--- config.mk ---
export PLATFORM = sky130hd
export DESIGN_NAME = sig_unlock_gate
export DESIGN_NICKNAME = d
export VERILOG_FILES = /design/src/rtl/unlk_pkg.sv /design/src/rtl/unlk_seed_gen.sv /design/src/rtl/unlk_sig_stepper.sv /design/src/rtl/unlk_seq_ctrl.sv /design/src/rtl/sig_unlock_gate.sv
export SDC_FILE = /design/constraint.sdc
export NUM_CORES = 1
export LEC_CHECK = 0
export BUFFER_PORTS_ARGS = -buffer_cell sky130_fd_sc_hd__clkbuf_2
export CAP_MARGIN = 10
export CORE_MARGIN = 5
export CORE_UTILIZATION = 52
export DETAILED_ROUTE_END_ITERATION = 7
export PLACE_DENSITY_LB_ADDON = 0.05
export SYNTH_ARGS = -nofsm -noshare
export SYNTH_HDL_FRONTEND = slang
export SYNTH_SLANG_ARGS = --single-unit
--- constraint.sdc ---
create_clock -name clk -period 2.2 [get_ports clk]
set_input_delay 0.33 -clock clk [delete_from_list [all_inputs] [get_ports clk]]
set_output_delay 0.33 -clock clk [all_outputs]
set_load 0.02 [all_outputs]
--- src/rtl/unlk_pkg.sv ---
package unlk_pkg;

    localparam int          WORD_W  = 32;
    localparam int          ADDR_W  = 2;
    localparam logic [31:0] FB_MASK = 32'h8008_0125;

    typedef enum logic [ADDR_W-1:0] {
        RA_CFG  = 2'd0,
        RA_SEED = 2'd1,
        RA_SIG  = 2'd2,
        RA_STAT = 2'd3
    } reg_addr_e;

    typedef enum logic [1:0] {
        LV_NONE    = 2'd0,
        LV_ONE     = 2'd1,
        LV_TWO     = 2'd2,
        LV_UNKNOWN = 2'd3
    } level_e;

    typedef enum logic [1:0] {
        SQ_IDLE      = 2'd0,
        SQ_WAIT_ZERO = 2'd1,
        SQ_CHAIN     = 2'd2
    } seq_state_e;

    typedef struct packed {
        logic chip_id_sel;
        logic arm;
    } cfg_t;

    // One generator step: shift left, masked parity into bit 0.
    function automatic logic [WORD_W-1:0] sig_step(input logic [WORD_W-1:0] v);
        return {v[WORD_W-2:0], ^(v & FB_MASK)};
    endfunction

endpackage

--- src/rtl/unlk_seed_gen.sv ---
module unlk_seed_gen
    import unlk_pkg::*;
#(
    parameter bit              USE_LFSR  = 1'b1,
    parameter logic [WORD_W-1:0] SEED_INIT = 32'h0000_0001
) (
    input  logic              clk,
    input  logic              rst,
    output logic [WORD_W-1:0] seed
);

    generate
        if (USE_LFSR) begin : g_lfsr
            localparam logic [WORD_W-1:0] TAPS = 32'h8020_0003;
            always_ff @(posedge clk) begin
                if (rst) seed <= SEED_INIT;
                else     seed <= {1'b0, seed[WORD_W-1:1]} ^ (seed[0] ? TAPS : '0);
            end
            // the seed source never locks up at zero
            a_r2_seed_live: assert property (@(posedge clk) disable iff (rst)
                seed != '0);
        end else begin : g_count
            always_ff @(posedge clk) begin
                if (rst) seed <= SEED_INIT;
                else     seed <= seed + 1'b1;
            end
        end
    endgenerate

endmodule

--- src/rtl/unlk_sig_stepper.sv ---
module unlk_sig_stepper
    import unlk_pkg::*;
#(
    parameter int STEPS = 257
) (
    input  logic              clk,
    input  logic              rst,
    input  logic              start,
    input  logic [WORD_W-1:0] load,
    output logic              busy,
    output logic [WORD_W-1:0] value
);

    localparam int CNT_W = $clog2(STEPS + 1);

    logic [CNT_W-1:0] cnt;

    always_ff @(posedge clk) begin
        if (rst) begin
            busy  <= 1'b0;
            cnt   <= '0;
            value <= '0;
        end else if (start) begin
            busy  <= 1'b1;
            cnt   <= CNT_W'(STEPS);
            value <= load;
        end else if (busy) begin
            value <= sig_step(value);
            cnt   <= cnt - 1'b1;
            if (cnt == CNT_W'(1)) busy <= 1'b0;
        end
    end

    // busy ends only when the step budget is spent
    a_r5_busy_holds: assert property (@(posedge clk) disable iff (rst)
        (busy && !start && cnt != CNT_W'(1)) |=> busy);
    // the result is held once the advance is finished
    a_r5_result_held: assert property (@(posedge clk) disable iff (rst)
        (!busy && !start) |=> $stable(value));

endmodule

--- src/rtl/unlk_seq_ctrl.sv ---
module unlk_seq_ctrl
    import unlk_pkg::*;
#(
    parameter int CHAIN_LEN = 13
) (
    input  logic              clk,
    input  logic              rst,
    input  logic              arm,
    input  logic              seed_rd,
    input  logic [WORD_W-1:0] seed_val,
    input  logic              sig_wr,
    input  logic [WORD_W-1:0] sig_data,
    input  logic              step_busy,
    input  logic [WORD_W-1:0] step_value,
    output logic              step_start,
    output logic [WORD_W-1:0] step_load,
    output logic              enabled,
    output logic              dead
);

    localparam int IDX_W = $clog2(CHAIN_LEN + 1);
    localparam logic [IDX_W-1:0] LAST = IDX_W'(CHAIN_LEN - 1);

    seq_state_e        state, state_n;
    logic [IDX_W-1:0]  idx, idx_n;
    logic [WORD_W-1:0] seed_q, seed_n;
    logic              attempted, att_n;
    logic              fail, grant;

    always_comb begin
        state_n    = state;
        idx_n      = idx;
        seed_n     = seed_q;
        att_n      = attempted;
        fail       = 1'b0;
        grant      = 1'b0;
        step_start = 1'b0;
        step_load  = seed_q;
        if (state != SQ_IDLE && !arm) begin
            fail = 1'b1;
        end else if (seed_rd && arm) begin
            if (state != SQ_IDLE || attempted) begin
                fail = 1'b1;
            end else begin
                att_n   = 1'b1;
                seed_n  = seed_val;
                state_n = SQ_WAIT_ZERO;
            end
        end else if (sig_wr) begin
            case (state)
                SQ_WAIT_ZERO: begin
                    if (sig_data == '0) begin
                        step_start = 1'b1;
                        step_load  = seed_q;
                        idx_n      = '0;
                        state_n    = SQ_CHAIN;
                    end else begin
                        fail = 1'b1;
                    end
                end
                SQ_CHAIN: begin
                    if (step_busy || sig_data != step_value) begin
                        fail = 1'b1;
                    end else if (idx == LAST) begin
                        grant   = 1'b1;
                        state_n = SQ_IDLE;
                    end else begin
                        idx_n      = idx + 1'b1;
                        step_start = 1'b1;
                        step_load  = step_value;
                    end
                end
                default: ;
            endcase
        end
        if (fail) state_n = SQ_IDLE;
    end

    always_ff @(posedge clk) begin
        if (rst) begin
            state     <= SQ_IDLE;
            idx       <= '0;
            seed_q    <= '0;
            attempted <= 1'b0;
            enabled   <= 1'b0;
            dead      <= 1'b0;
        end else begin
            state     <= state_n;
            idx       <= idx_n;
            seed_q    <= seed_n;
            attempted <= att_n;
            dead      <= dead | fail;
            enabled   <= fail ? 1'b0 : (enabled | grant);
        end
    end

    // a lock never lifts before reset
    a_r7_lock_sticky: assert property (@(posedge clk) disable iff (rst)
        dead |=> dead);
    // a locked gate never grants
    a_r7_lock_no_grant: assert property (@(posedge clk) disable iff (rst)
        dead |-> !enabled);
    // a grant appears only at the end of a full chain
    a_r6_grant_after_chain: assert property (@(posedge clk) disable iff (rst)
        $rose(enabled) |-> ($past(state) == SQ_CHAIN && $past(idx) == LAST));
    // dropping the arm bit inside an attempt locks the gate
    a_r9_disarm_fails: assert property (@(posedge clk) disable iff (rst)
        (state != SQ_IDLE && !arm) |=> (state == SQ_IDLE && dead));
    // a new advance never starts over a running one
    a_r5_start_when_free: assert property (@(posedge clk) disable iff (rst)
        step_start |-> !step_busy);

endmodule

--- src/rtl/sig_unlock_gate.sv ---
module sig_unlock_gate
    import unlk_pkg::*;
#(
    parameter int          CHAIN_LEN     = 13,
    parameter int          STEPS         = 257,
    parameter int          GRANT_LEVEL   = 1,
    parameter bit          SEED_USE_LFSR = 1'b1,
    parameter logic [31:0] SEED_INIT     = 32'h0000_0001
) (
    input  logic        clk,
    input  logic        rst,
    input  logic        bus_sel,
    input  logic        bus_wr,
    input  logic [1:0]  bus_addr,
    input  logic [31:0] bus_wdata,
    output logic [31:0] bus_rdata,
    output logic [1:0]  grant_level,
    output logic        seq_busy
);

    localparam level_e GRANT_CODE = level_e'(GRANT_LEVEL[1:0]);

    cfg_t              cfg;
    reg_addr_e         addr;
    logic              rd_req, wr_req;
    logic [WORD_W-1:0] seed;
    logic              step_start, step_busy;
    logic [WORD_W-1:0] step_load, step_value;
    logic              enabled, dead;
    level_e            level;

    assign addr   = reg_addr_e'(bus_addr);
    assign rd_req = bus_sel && !bus_wr;
    assign wr_req = bus_sel && bus_wr;
    assign level  = enabled ? GRANT_CODE : LV_NONE;

    unlk_seed_gen #(
        .USE_LFSR  (SEED_USE_LFSR),
        .SEED_INIT (SEED_INIT)
    ) u_seed (
        .clk  (clk),
        .rst  (rst),
        .seed (seed)
    );

    unlk_sig_stepper #(
        .STEPS (STEPS)
    ) u_step (
        .clk   (clk),
        .rst   (rst),
        .start (step_start),
        .load  (step_load),
        .busy  (step_busy),
        .value (step_value)
    );

    unlk_seq_ctrl #(
        .CHAIN_LEN (CHAIN_LEN)
    ) u_ctrl (
        .clk        (clk),
        .rst        (rst),
        .arm        (cfg.arm),
        .seed_rd    (rd_req && addr == RA_SEED),
        .seed_val   (seed),
        .sig_wr     (wr_req && addr == RA_SIG),
        .sig_data   (bus_wdata),
        .step_busy  (step_busy),
        .step_value (step_value),
        .step_start (step_start),
        .step_load  (step_load),
        .enabled    (enabled),
        .dead       (dead)
    );

    always_ff @(posedge clk) begin
        if (rst) begin
            cfg       <= '0;
            bus_rdata <= '0;
        end else begin
            if (wr_req && addr == RA_CFG) cfg <= cfg_t'(bus_wdata[1:0]);
            bus_rdata <= '0;
            if (rd_req) begin
                case (addr)
                    RA_CFG:  bus_rdata <= {30'd0, cfg};
                    RA_SEED: bus_rdata <= seed;
                    RA_STAT: bus_rdata <= cfg.chip_id_sel ? {30'd0, level} : '0;
                    default: bus_rdata <= '0;
                endcase
            end
        end
    end

    assign grant_level = level;
    assign seq_busy    = step_busy;

    // status stays hidden without the chip-ID select
    a_r10_status_hidden: assert property (@(posedge clk) disable iff (rst)
        (rd_req && addr == RA_STAT && !cfg.chip_id_sel) |=> bus_rdata == '0);
    // a locked gate drives no level to the feature
    a_r7_pin_locked: assert property (@(posedge clk) disable iff (rst)
        dead |-> grant_level == LV_NONE);

endmodule

==> After elaboration in Yosys (flattened, before gate mapping) <==
Cells that the tools add are included.
{ "totals": {"regBits": 148, "inputBits": 38, "out_inout_bits": 35, "word_cells": 111} }
{ "op_classes": {"n_addsub": 2, "eq_ne": 16, "mux": 48, "n_bitwise": 6, "n_reduce_logical": 26} }
{ "ops": {"columns": ["operator", "n"], "rows": [
  ["32-bit 2-to-1 mux", 9],
  ["32-bit one-hot mux with 3 select lines", 1],
  ["32-bit logical NOT", 1],
  ["32-bit != test", 1],
  ["32-bit parity", 1],
  ["31-bit by 32-bit XOR with 32-bit output", 1],
  ["1-bit 2-to-1 mux", 23],
  ["9-bit 2-to-1 mux", 2],
  ["7-bit AND reduction", 2],
  ["2-bit 2-to-1 mux", 6],
  ["4-bit 2-to-1 mux", 3],
  ["9-bit by 1-bit equality test with 1-bit output, second input constant", 1],
  ["9-bit by 1-bit subtractor with 9-bit output, second input constant", 1],
  ["4-bit one-hot mux with 2 select lines", 1],
  ["2-bit nonzero test", 4],
  ["1-bit logical AND", 7],
  ["7-bit != test, second input constant", 1],
  ["2-bit equality test, second input constant", 3],
  ["2-bit != test, second input constant", 3],
  ["3-bit by 1-bit != test with 1-bit output, second input constant", 2],
  ["2-bit OR reduction", 3],
  ["4-bit by 1-bit adder with 4-bit output, second input constant", 1],
  ["2-bit by 1-bit equality test with 1-bit output, second input constant", 2],
  ["4-bit equality test, second input constant", 1],
  ["other kinds (12)", 18]
]} }

==> Depth between registers and ports, before layout <==
Gate-level depths: netlist of run 1.
{ "depth": {"depth_word": 9, "mapped_depth": 8, "mapped_depth_nobuf": 7} }

==> Cells and area by module <==
From an unflattened synthesis of run 1, not the netlist that was laid out.
{ "hier_totals": {"cells_unflattened": 691, "area_unflattened_um2": 6568.8} }
{ "by_module_without_submodules": {"columns": ["module", "instances", "cells_per_inst", "area_per_inst_um2", "seq_area_each_um2"], "rows": [
  ["unlk_seq_ctrl", 1, 304, 2621.3, 820.8],
  ["unlk_sig_stepper", 1, 227, 1965.6, 840.8],
  ["sig_unlock_gate", 1, 90, 1102.3, 680.7],
  ["unlk_seed_gen", 1, 70, 879.6, 640.6]
]} }

==> Worst setup path after synthesis of run 1 <==
No wires, ideal clock.
{ "synth_timing": {"path_type": "input to register", "from": "input bus_addr[0]", "to": "register u_step.value[23]", "setup_time_ps": 134, "arrival_time_ps": 2046, "required_time_ps": 2066, "slack_ps": 21, "stages": 8, "path_buffers": 3, "path_cell_list": "buf_2 -> and4b_2 -> o211a_4 -> or4b_4 -> buf_6 -> buf_6 -> a311oi_1 -> nor4_1"} }
{ "synth_between": {"elab_chain_len": 7, "word_cells_on_any_way": 15, "cone_classes": "eq/ne (3); mux (7); reduce/logical (5)"} }
{ "synth_lines": {"columns": ["element", "line", "text"], "rows": [
  ["from (decl)", "sig_unlock_gate.sv:14", "input logic [1:0] bus_addr,"],
  ["2-bit equality test or 2-bit by 1-bit equality test with 1-bit output (tied branches)", "sig_unlock_gate.sv:65, sig_unlock_gate.sv:63", null],
  ["1-bit logical AND (on tied branches)", "sig_unlock_gate.sv:65, sig_unlock_gate.sv:63", null],
  ["1-bit 2-to-1 mux or 1-bit logical AND (tied branches)", "unlk_seq_ctrl.sv:49, unlk_seq_ctrl.sv:41", null],
  ["1-bit 2-to-1 mux", "unlk_seq_ctrl.sv:41", "end else if (seed_rd && arm) begin"],
  ["1-bit 2-to-1 mux", "unlk_seq_ctrl.sv:39", "if (state != SQ_IDLE && !arm) begin"],
  ["7-bit != test (no source line) or 2-bit nonzero test (tied branches)", null, null],
  ["2-bit AND reduction (no source line)", null, null],
  ["to (signal assigned)", "unlk_sig_stepper.sv:26", "value <= load;"],
  ["to (signal assigned)", "unlk_sig_stepper.sv:28", "value <= sig_step(value);"],
  ["to (decl)", "unlk_sig_stepper.sv:11", "output logic [WORD_W-1:0] value"]
]} }
Parallel ways exist; a longest one is shown, timed or not.
A chain may end at the register's enable or synchronous reset.

==> Worst setup path in the final report of run 1 <==
{ "layout_timing": {"from": "register u_ctrl.state[1]", "to": "register u_step.value[23]"} }
{ "layout_between": {"elab_chain_len": 7, "word_cells_on_any_way": 16, "cone_classes": "eq/ne (3); mux (9); reduce/logical (4)"} }
{ "layout_lines": {"columns": ["element", "line", "text"], "rows": [
  ["from (decl)", "unlk_seq_ctrl.sv:24", "seq_state_e state, state_n;"],
  ["from (signal assigned)", "unlk_seq_ctrl.sv:88", "state <= state_n;"],
  ["2-bit equality test or 2-bit by 1-bit equality test with 1-bit output (tied branches)", "unlk_seq_ctrl.sv:50", "case (state)"],
  ["1-bit one-hot mux with 2 select lines", "unlk_seq_ctrl.sv:50", null],
  ["1-bit 2-to-1 mux", "unlk_seq_ctrl.sv:49", "end else if (sig_wr) begin"],
  ["1-bit 2-to-1 mux", "unlk_seq_ctrl.sv:41", null],
  ["1-bit 2-to-1 mux", "unlk_seq_ctrl.sv:39", null],
  ["7-bit != test (no source line) or 2-bit nonzero test (tied branches)", null, null],
  ["2-bit AND reduction (no source line)", null, null]
]} }
Parallel ways exist; a longest one is shown, timed or not.

==> metrics.txt, run 1 <==
WHS 237 ps; Arrival @ worst endpoint between 2000 and 2500 ps; dpl cells 897; asr flop ratio synth 0%; routed len/inst about 17 um; Residual DRC 0; Final min period around 2200 ps; hold_sp rst; Worst-path clk slew 60 ps; crit path cell chain inv_2, ha_4, o211a_4, or4b_4, nand2b_4, buf_4, clkbuf_16, a21oi_1, nor4_1; RSZ-0062 raised after global routing true; Pwr Total 6.07 mW; final hold violations 0; number of antenna violations at the first check in global routing 0; core area between 10000 and 15000 um2; HP Class in2reg; Post-Syn Area per Cell around 9 um2; Top delay family on crit path simple AND/OR/NAND/NOR gates; synthesized instance count 677; max-slew violation count 0; row count 39; Worst setup EP type flop; initial core utilization 53.2%; CP peak stage delay 540 ps; status finished clean; Layout Cells excl Fill 938; clock root buffer clkbuf_16; first-iteration detailed-routing DRC count 523; Die W ~120 um; Die ar. 13900 um2; I/O pins 73; Num CTS Buffers 17; GRT Total Usage 21.8%; Mapped Nets slightly above 700; vias in the first global route 5066; Max Fclk around 460 MHz; final setup fails 0; EDFF count, synth 0; nature of the critical path startpoint flop; Post-DRT Antenna Nets 0; Worst path slowest cell or4b_4; CP max FO 10; first-pass GRT wire length around 25000 um; PwrDens 795 nW/um2; clock latency at the later pin of the worst-skew pair around 430 ps; Required @ worst endpoint 2530 ps; Bufs on Longest Clock Path 2; Leak 3.03 nW; Cell Area, Synth 6080 um2; PortBufs 71; post-synthesis sequential area ratio approximately half; ys flop type dfxtp_1; Tcrit/Tclk final 98.0%; largest net degree at the start of global routing 69; total iterations of the first detailed-routing run 8; Post-DP HPWL roughly 10000 um; final net count 827; max cap viols 0; CP bufs+invs 3; layout cells sized above 1 23.6%; vias after detailed routing between 5k and 6k; Vias per Instance 5.68; Die Ht 118 um; CP startpoint u_ctrl.state[1]; diode count 0; H-tree Lvls 4; RePlAce Congestion ~0.86; worst clock skew 5.47 ps; worst flop-to-flop path startpoint u_ctrl.state[1]; GR Overflow Total 0; clock sink count 148; Worst slew margin 53.0%; Tightest Pin Transition roughly 710 ps; Crit Path Category reg2reg; final wirelength 15600 um; number of library cell types mapped by synthesis 45; CTS tree done; Filler Cells Inserted 976; flops & latches, synth 148; Area Growth Syn to Fin 25.6%; maximum vdd drop around 590 uV; yosys synthesis warning count 0
-- cells by family (layout without fill, tap and decap cells) --
logic type               after synthesis  in the layout  share of synthesized area, %
buffers and inverters                 61            179                          4.96
AND/OR/NAND/NOR                      284            284                          24.2
adder cells (fa/ha/maj)                7              7                          1.44
XOR/XNOR                              47             47                          6.77
multiplexers                           3              3                         0.494
flip-flops                           148            148                          48.8
AO/OA/AOI/OAI                        126            126                          13.3
other                                  1              1                        0.0617
-- placed cells by master, fill, tap and decap left out, drive strengths merged, types with 2 or more instances in the layout --
cell and n:
dfxtp 148, clkbuf 94, nand2 80, a21oi 69, buf 65, nor2 54, nor4 45, and2 31
xnor2 31, a311oi 31, nor2b 29, xor2 16, inv 12, nand4 11, nand3 11, a31oi 8
ha 7, o21ai 6, and3 5, nor3 3, mux2i 3, clkinvlp 3, clkinv 3, and4 2
or3b 2, a211o 2, o311ai 2, nor4b 2, a211oi 2, bufinv 2, nor3b 2, o211a 2
nand2b 2
-- cell usage after synthesis, drive strengths merged (7+ instances only) --
cell type / number / area (um2)
a311oi: 31 / 272
nand4: 11 / 68.8
dfxtp: 148 / 2960
a31oi: 8 / 50.1
buf: 16 / 133
and2: 31 / 194
ha: 7 / 87.6
xnor2: 31 / 272
clkbuf: 35 / 131
nor4: 45 / 282
xor2: 16 / 140
nor2b: 29 / 181
nor2: 54 / 203
inv: 10 / 37.5
nand3: 11 / 55.1
a21oi: 69 / 345
nand2: 80 / 308
-- worst register-to-register path: stages, from the launching register on --
cell       delay [ps]
dfxtp_2           330
inv_2              60
ha_4              260
o211a_4           160
or4b_4            540
nand2b_4          140
buf_4             160
clkbuf_16         160
a21oi_1            70
nor4_1            180
-- metal layers --
| layer | global-route usage (%) | part of all wire, % | vias up |
|---|---|---|---|
| met5 | 0 | 0 | - |
| met4 | 9.39 | 2.6 | 0 |
| met3 | 5.00 | 5.8 | 38 |
| met2 | 33.9 | 47 | 186 |
| met1 | 29.0 | 45 | 2517 |
| li1 | - | - | 2590 |
-- worst paths after layout --
kind / endpoint / slack, ps / cells past startpoint
max reg2reg: u_step.value[23] / 40 / 9
max: u_step.value[23] / 40 / 9
min reg2reg: u_ctrl.seed_q[22] / 460 / 2
min: bus_rdata[0] / 240 / 3
-- report_power, final --
| group | switching [mW] | leakage, nW | internal [mW] | total, mW |
|---|---|---|---|---|
| combinational | 0.263 | 1.55 | 0.184 | 0.448 |
| clock | 1.12 | 0.283 | 1.77 | 2.89 |
| sequential | 0.0242 | 1.20 | 2.71 | 2.73 |
-- what timing repair did --
item / 4_1_cts / 5_1_grt
buffers inserted: 0 / 6
hold endpoints to repair: 0 / 0
hold buffers: 0 / 0
setup endpoints to repair: 0 / 41
resized for setup: 0 / 21
-- layout make-up --
cell class	count	area (um2)	share of cell area [%]
flip-flops and latches	148	2970	38.9
multi-input cells	468	2870	37.7
repair buffers	137	978	12.8
clock buffers	22	474	6.21
well taps	143	179	2.34
clock inverters	10	123	1.61
inverters	10	37.5	0.492
-- through the flow --
stage                     worst slack, ps  TNS [ps]  cell area, um2  util, %
final                                44.4         0            7630     66.8
after floorplan                      20.8         0            6080        -
after detailed placement             -181     -5520            6850     59.9
after CTS                            32.8         0            7440     65.2
after global placement              -70.6     -1790            6850     59.9
after global routing                -51.8      -619            7630     66.8
-- flip-flops by register name (all words and copies together) (netlist names) --
signal            cells
bus_rdata            32
cfg                   2
u_ctrl.attempted      1
u_ctrl.enabled        1
u_ctrl.idx            4
u_ctrl.seed_q        32
u_ctrl.state          2
u_seed.seed          32
u_step.busy           1
u_step.cnt            9
u_step.value         32
Power figures use the tool's default switching activity.
==> run 2, diff against run 1 <==
--- a/config.mk
+++ b/config.mk
@@ -8,9 +8,11 @@
 export BUFFER_PORTS_ARGS = -buffer_cell sky130_fd_sc_hd__clkbuf_2
 export CAP_MARGIN = 10
 export CORE_MARGIN = 5
-export CORE_UTILIZATION = 52
+export CORE_UTILIZATION = 53
 export DETAILED_ROUTE_END_ITERATION = 7
-export PLACE_DENSITY_LB_ADDON = 0.05
+export PLACE_DENSITY = 0.76
+export SLEW_MARGIN = 5
 export SYNTH_ARGS = -nofsm -noshare
 export SYNTH_HDL_FRONTEND = slang
+export SYNTH_HIERARCHICAL = 1
 export SYNTH_SLANG_ARGS = --single-unit
==> run 2 against run 1 <==
  * The flow now finishes with violations (setup timing)
  * Clock-buffer cell count shrank 4
  * Die area grew 5.0%
  * Sequential share of layout area shrank 3.5 points
  * Clock skew grew 0.56 ps
  * Synthesized cell count grew 1.5%
  * Critical path type unchanged
  * Fmax shrank 11%
  * Largest power group unchanged
==> metrics.txt, run 2 <==
Leak 3.56 nW; setup ws final -218 ps; leading cell type in the layout, fill and taps excluded dfxtp_1; Worst slew margin 64.3%; dpl cells 956; Crit Path Category reg2reg; CTS tree done; Area Growth Syn to Fin 28.2%; number of antenna violations at the first check in global routing 0; Pwr Total ~5.8 mW; setup_tns -6780 ps; Post-DP HPWL 11700 um; PwrDens roughly 700 nW/um2; synthesized instance count 687; RePlAce Congestion 0.961; initial core utilization between 50% and 60%; Die ar. 14700 um2; final hold violations 0; vias in the first global route approximately 5.3k; vias after detailed routing 5516; Die W approximately 120 um; I/O pins 73; worst clock skew 6.03 ps; status finished with violations; HP Class in2reg; Required @ worst endpoint 2500 ps; diode count 0; Arrival @ worst endpoint 2710 ps; dpl cell area 7500 um2; Residual DRC 0; Mapped Nets 732; Max Fclk 414 MHz; core area 12100 um2; Vias per Instance 5.55; Num CTS Buffers 17; largest net degree at the start of global routing 71; layout cells sized above 1 between 30 and 40%; first-pass GRT wire length 26800 um; total iterations of the first detailed-routing run 5; Filler Cells Inserted 900; WHS 239 ps; Tcrit/Tclk final 110%; maximum vdd drop 700 uV; max cap viols 0; GRT Total Usage 23.1%; RSZ-0062 raised after global routing true; Worst setup EP type flop; utilization after layout 69.5%; clock latency at the later pin of the worst-skew pair 420 ps; Worst-path clk slew 70 ps; Post-Syn Area per Cell 9.51 um2; GR Overflow Total 0; hold buffers post-CTS 0; Post-DRT Antenna Nets 0; Tightest Pin Transition 536 ps; routed len/inst 17.0 um; nature of the critical path startpoint flop; Die Ht 121 um; Final min period roughly 2400 ps; fin area 8380 um2; final setup fails 40; Cell Area, Synth ~6500 um2; Bufs on Longest Clock Path 2; first-iteration detailed-routing DRC count around 500; final wirelength 16900 um; row count 40; final net count 857; H-tree Lvls 4; Setup WS pre-CTS -425 ps; clock root buffer clkbuf_16; PortBufs 71; yosys synthesis warning count 6; max-slew violation count 0; clock sink count 148; failing checks setup timing; CP max FO 17; Layout Cells excl Fill 993; most frequent cells in the layout dfxtp_1, nand2_1, clkbuf_2
==> run 2: worst paths after layout <==
check	start	end	slack, ps	cells past startpoint
worst max register to register	u_step/value[30]	u_step/value[28]	-220	11
worst min register to register	u_ctrl/seed_q[16]	u_ctrl/seed_q[16]	460	2
worst max-delay path	u_step/value[30]	u_step/value[28]	-220	11
worst min-delay path	bus_sel	bus_rdata[0]	240	3
==> run 2: area by class of cell <==
| cell class | count | area (um2) | share of cell area [%] |
|---|---|---|---|
| multi-input cells | 484 | 3520 | 42.0 |
| clock inverters | 14 | 160 | 1.91 |
| flip-flops and latches | 148 | 2970 | 35.4 |
| repair buffers | 148 | 1030 | 12.3 |
| clock buffers | 18 | 439 | 5.24 |
| inverters | 13 | 53.8 | 0.642 |
| well taps | 168 | 210 | 2.51 |
==> run 2: metal layers <==
metal / routed length [um] / GRT usage (%) / vias up
li1: - / - / 2612
met1: 7050 / 28.8 / 2659
met2: 8310 / 38.6 / 205
met3: 1080 / 5.87 / 40
met4: 447 / 8.29 / 0
met5: 0 / 0 / -
==> run 2: critical path, stage by stage, from the launching register on <==
cell,delay [ps]
dfxtp_2,340
xor2_1,140
nor4_2,280
buf_4,160
nand4_1,170
nor3_4,280
buf_6,140
nand4_4,130
buf_12,220
mux2_4,300
nand2_2,70
a21oi_1,60
==> run 2: repair_timing <==
action | in CTS | in global routing
pin swaps | 15 | 17
setup endpoints to repair | 45 | 49
buffers inserted | 4 | 2
gates cloned | 0 | 2
resized for setup | 24 | 37
==> run 2: where the power goes <==
part           total, mW  leakage (nW)  internal (mW)  switching (mW)
Sequential          2.72          1.19           2.70          0.0235
Combinational      0.221          2.08         0.0944           0.126
Clock               2.90         0.293           1.65            1.25
Total               5.85          3.56           4.44            1.40
==> run 3, diff against run 2 <==
--- a/config.mk
+++ b/config.mk
@@ -7,11 +7,12 @@
 export LEC_CHECK = 0
 export BUFFER_PORTS_ARGS = -buffer_cell sky130_fd_sc_hd__clkbuf_2
 export CAP_MARGIN = 10
+export CORE_ASPECT_RATIO = 1.5
 export CORE_MARGIN = 5
 export CORE_UTILIZATION = 53
+export CTS_CLUSTER_SIZE = 14
 export DETAILED_ROUTE_END_ITERATION = 7
 export PLACE_DENSITY = 0.76
-export SLEW_MARGIN = 5
 export SYNTH_ARGS = -nofsm -noshare
 export SYNTH_HDL_FRONTEND = slang
 export SYNTH_HIERARCHICAL = 1
==> run 3 against run 2 <==
  * The run still ends with setup timing left
  * Register-to-register slack worse by 50 ps
  * Fmax is 1.9% lower
  * Sequential power hardly changed
  * Via count is 1.1% lower
  * Combinational power hardly changed
  * Core utilization is 0.58 points lower
  * Routed wire length is 1.8% higher
  * First-iteration DRC count is 12% lower
  * Critical path depth is 1 lower
  * Clock skew is 2.5 ps higher
  * Critical path type unchanged
  * Largest power group unchanged
==> metrics.txt, run 3 (synthesis gave the netlist of run 2 again) <==
Worst-path clk slew ~60 ps; HP Class in2reg; Post-DRT Antenna Nets 0; vias after detailed routing 5458; Arrival @ worst endpoint 2740 ps; Max Fclk a little over 400 MHz; total iterations of the first detailed-routing run 5; dpl cell area between 7000 and 8000 um2; CTS tree done; utilization after layout 68.9%; maximum vdd drop 627 uV; fin area between 8000 and 9000 um2; Worst slew margin 65.1%; dpl cells 934; register area 2960 um2; switching pwr 1.34 mW; worst clock skew roughly 8.5 ps; Required @ worst endpoint about 2500 ps; I/O pins 73; GRT Total Usage 22.0%; RePlAce Congestion 0.896; Top delay family on crit path simple AND/OR/NAND/NOR gates; Clk pwr share 48.9%; combinational power share 3.8%; hold buffers post-CTS 0; layout cells sized above 1 35.9%; Tcrit/Tclk final 112%; Flop pwr share 47.3%; Pwr Total between 5 and 6 mW; routed len/inst ~18 um; setup ws final -263 ps; first-pass GRT wire length 26000 um; diode count 0; max-slew violation count 0; multi-input logic area roughly 3500 um2; Die W just over 100 um; largest net degree at the start of global routing 49; Bufs on Longest Clock Path 2; clock latency at the later pin of the worst-skew pair 420 ps; most frequent cells in the layout dfxtp_1, nand2_1, clkbuf_2; max cap viols 0; CP bufs+invs 2; Die ar. 14700 um2; crit path cell chain xor2_1, nor4_2, buf_4, nand4_1, nor3_4, nand4_4, buf_12, mux2_4, nand2_1, a21oi_1; Vias per Instance 5.62; number of antenna violations at the first check in global routing 0; CP peak stage delay around 330 ps; PwrDens 695 nW/um2; initial core utilization between 50% and 60%; Residual DRC 0; Num CTS Buffers 17; Final min period 2460 ps; Worst setup EP type flop; Die Ht 146 um; Filler Cells Inserted 876; first-iteration detailed-routing DRC count 438; final wirelength approximately 17000 um; nature of the critical path startpoint flop; final hold violations 0; final net count 850; PortBufs slightly above 70; final setup fails 43; core area 12000 um2; Worst path slowest cell nor4_2; RSZ-0062 raised after global routing true; Post-DP HPWL 11400 um; CP max FO 13; Int Pwr 4.41 mW; Net Sw Frac 23.2%; row count 49; status finished with violations; Crit Path Category reg2reg; leading cell type in the layout, fill and taps excluded dfxtp_1; failing checks setup timing; H-tree Lvls 4; GR Overflow Total 0; clock sink count around 150; Area Growth Syn to Fin 26.7%; Leak 3.51 nW; clock root buffer clkbuf_16; Tightest Pin Transition between 500 and 600 ps; vias in the first global route 5343; Layout Cells excl Fill about 970
run 3: cell type report:
cell class / instances / area share, %
inverter: 13 / 0.680
clock buffer: 18 / 5.31
clock inverter: 14 / 1.74
tap: 153 / 2.31
sequential: 148 / 35.8
multi-input combinational: 484 / 42.0
timing repair buffer: 141 / 12.1
run 3: worst paths after layout:
path                        start           endpoint  slack, ps  cells past startpoint
hold / removal            bus_sel       bus_rdata[0]        250                      3
setup / recovery  u_step/value[4]    u_step/value[3]       -260                     10
setup reg to reg  u_step/value[4]    u_step/value[3]       -260                     10
hold reg to reg   u_seed/seed[17]  u_ctrl/seed_q[17]        470                      2
run 3: worst register-to-register path, stage by stage (launching register included):
cell     delay (ps)
dfxtp_2         320
xor2_1          170
nor4_2          340
buf_4           170
nand4_1         170
nor3_4          310
nand4_4         180
buf_12          210
mux2_4          300
nand2_1          90
a21oi_1          80
run 3: timing repair:
item                       CTS  global route
pin swaps                    7             5
buffers inserted             0             2
cloned                       0             4
resized for setup           16            34
setup endpoints to repair   49            48
run 3: metal layers:
metal	track usage (%)	wire length, um	vias up
met1	27.5	6990	2588
li1	-	-	2588
met5	0	0	-
met4	9.58	660	0
met2	36.0	8450	232
met3	4.89	1090	50
run 3: power by group through the flow:
| stage | logic (mW) | clock network (mW) | registers, mW |
|---|---|---|---|
| 6_report | 0.218 | 2.81 | 2.72 |
| 5_1_grt | 0.234 | 2.98 | 2.72 |
| 4_1_cts | 0.213 | 2.84 | 2.72 |
| 3_5_place_dp | 0.208 | 0 | 2.78 |
| 3_3_place_gp | 0.201 | 0 | 2.78 |
| 2_1_floorplan | 0.105 | 0 | 2.77 |
run 3: through the flow:
| stage | setup slack [ps] | TNS, ps | hold slack [ps] |
|---|---|---|---|
| 3_5_place_dp | -472 | -19490 | 457 |
| 5_1_grt | -329 | -11650 | 253 |
| 4_1_cts | -243 | -8720 | 237 |
| 6_report | -263 | -8620 | 247 |
| 2_1_floorplan | -70.0 | -812 | 402 |
| 3_3_place_gp | -328 | -13330 | 451 |
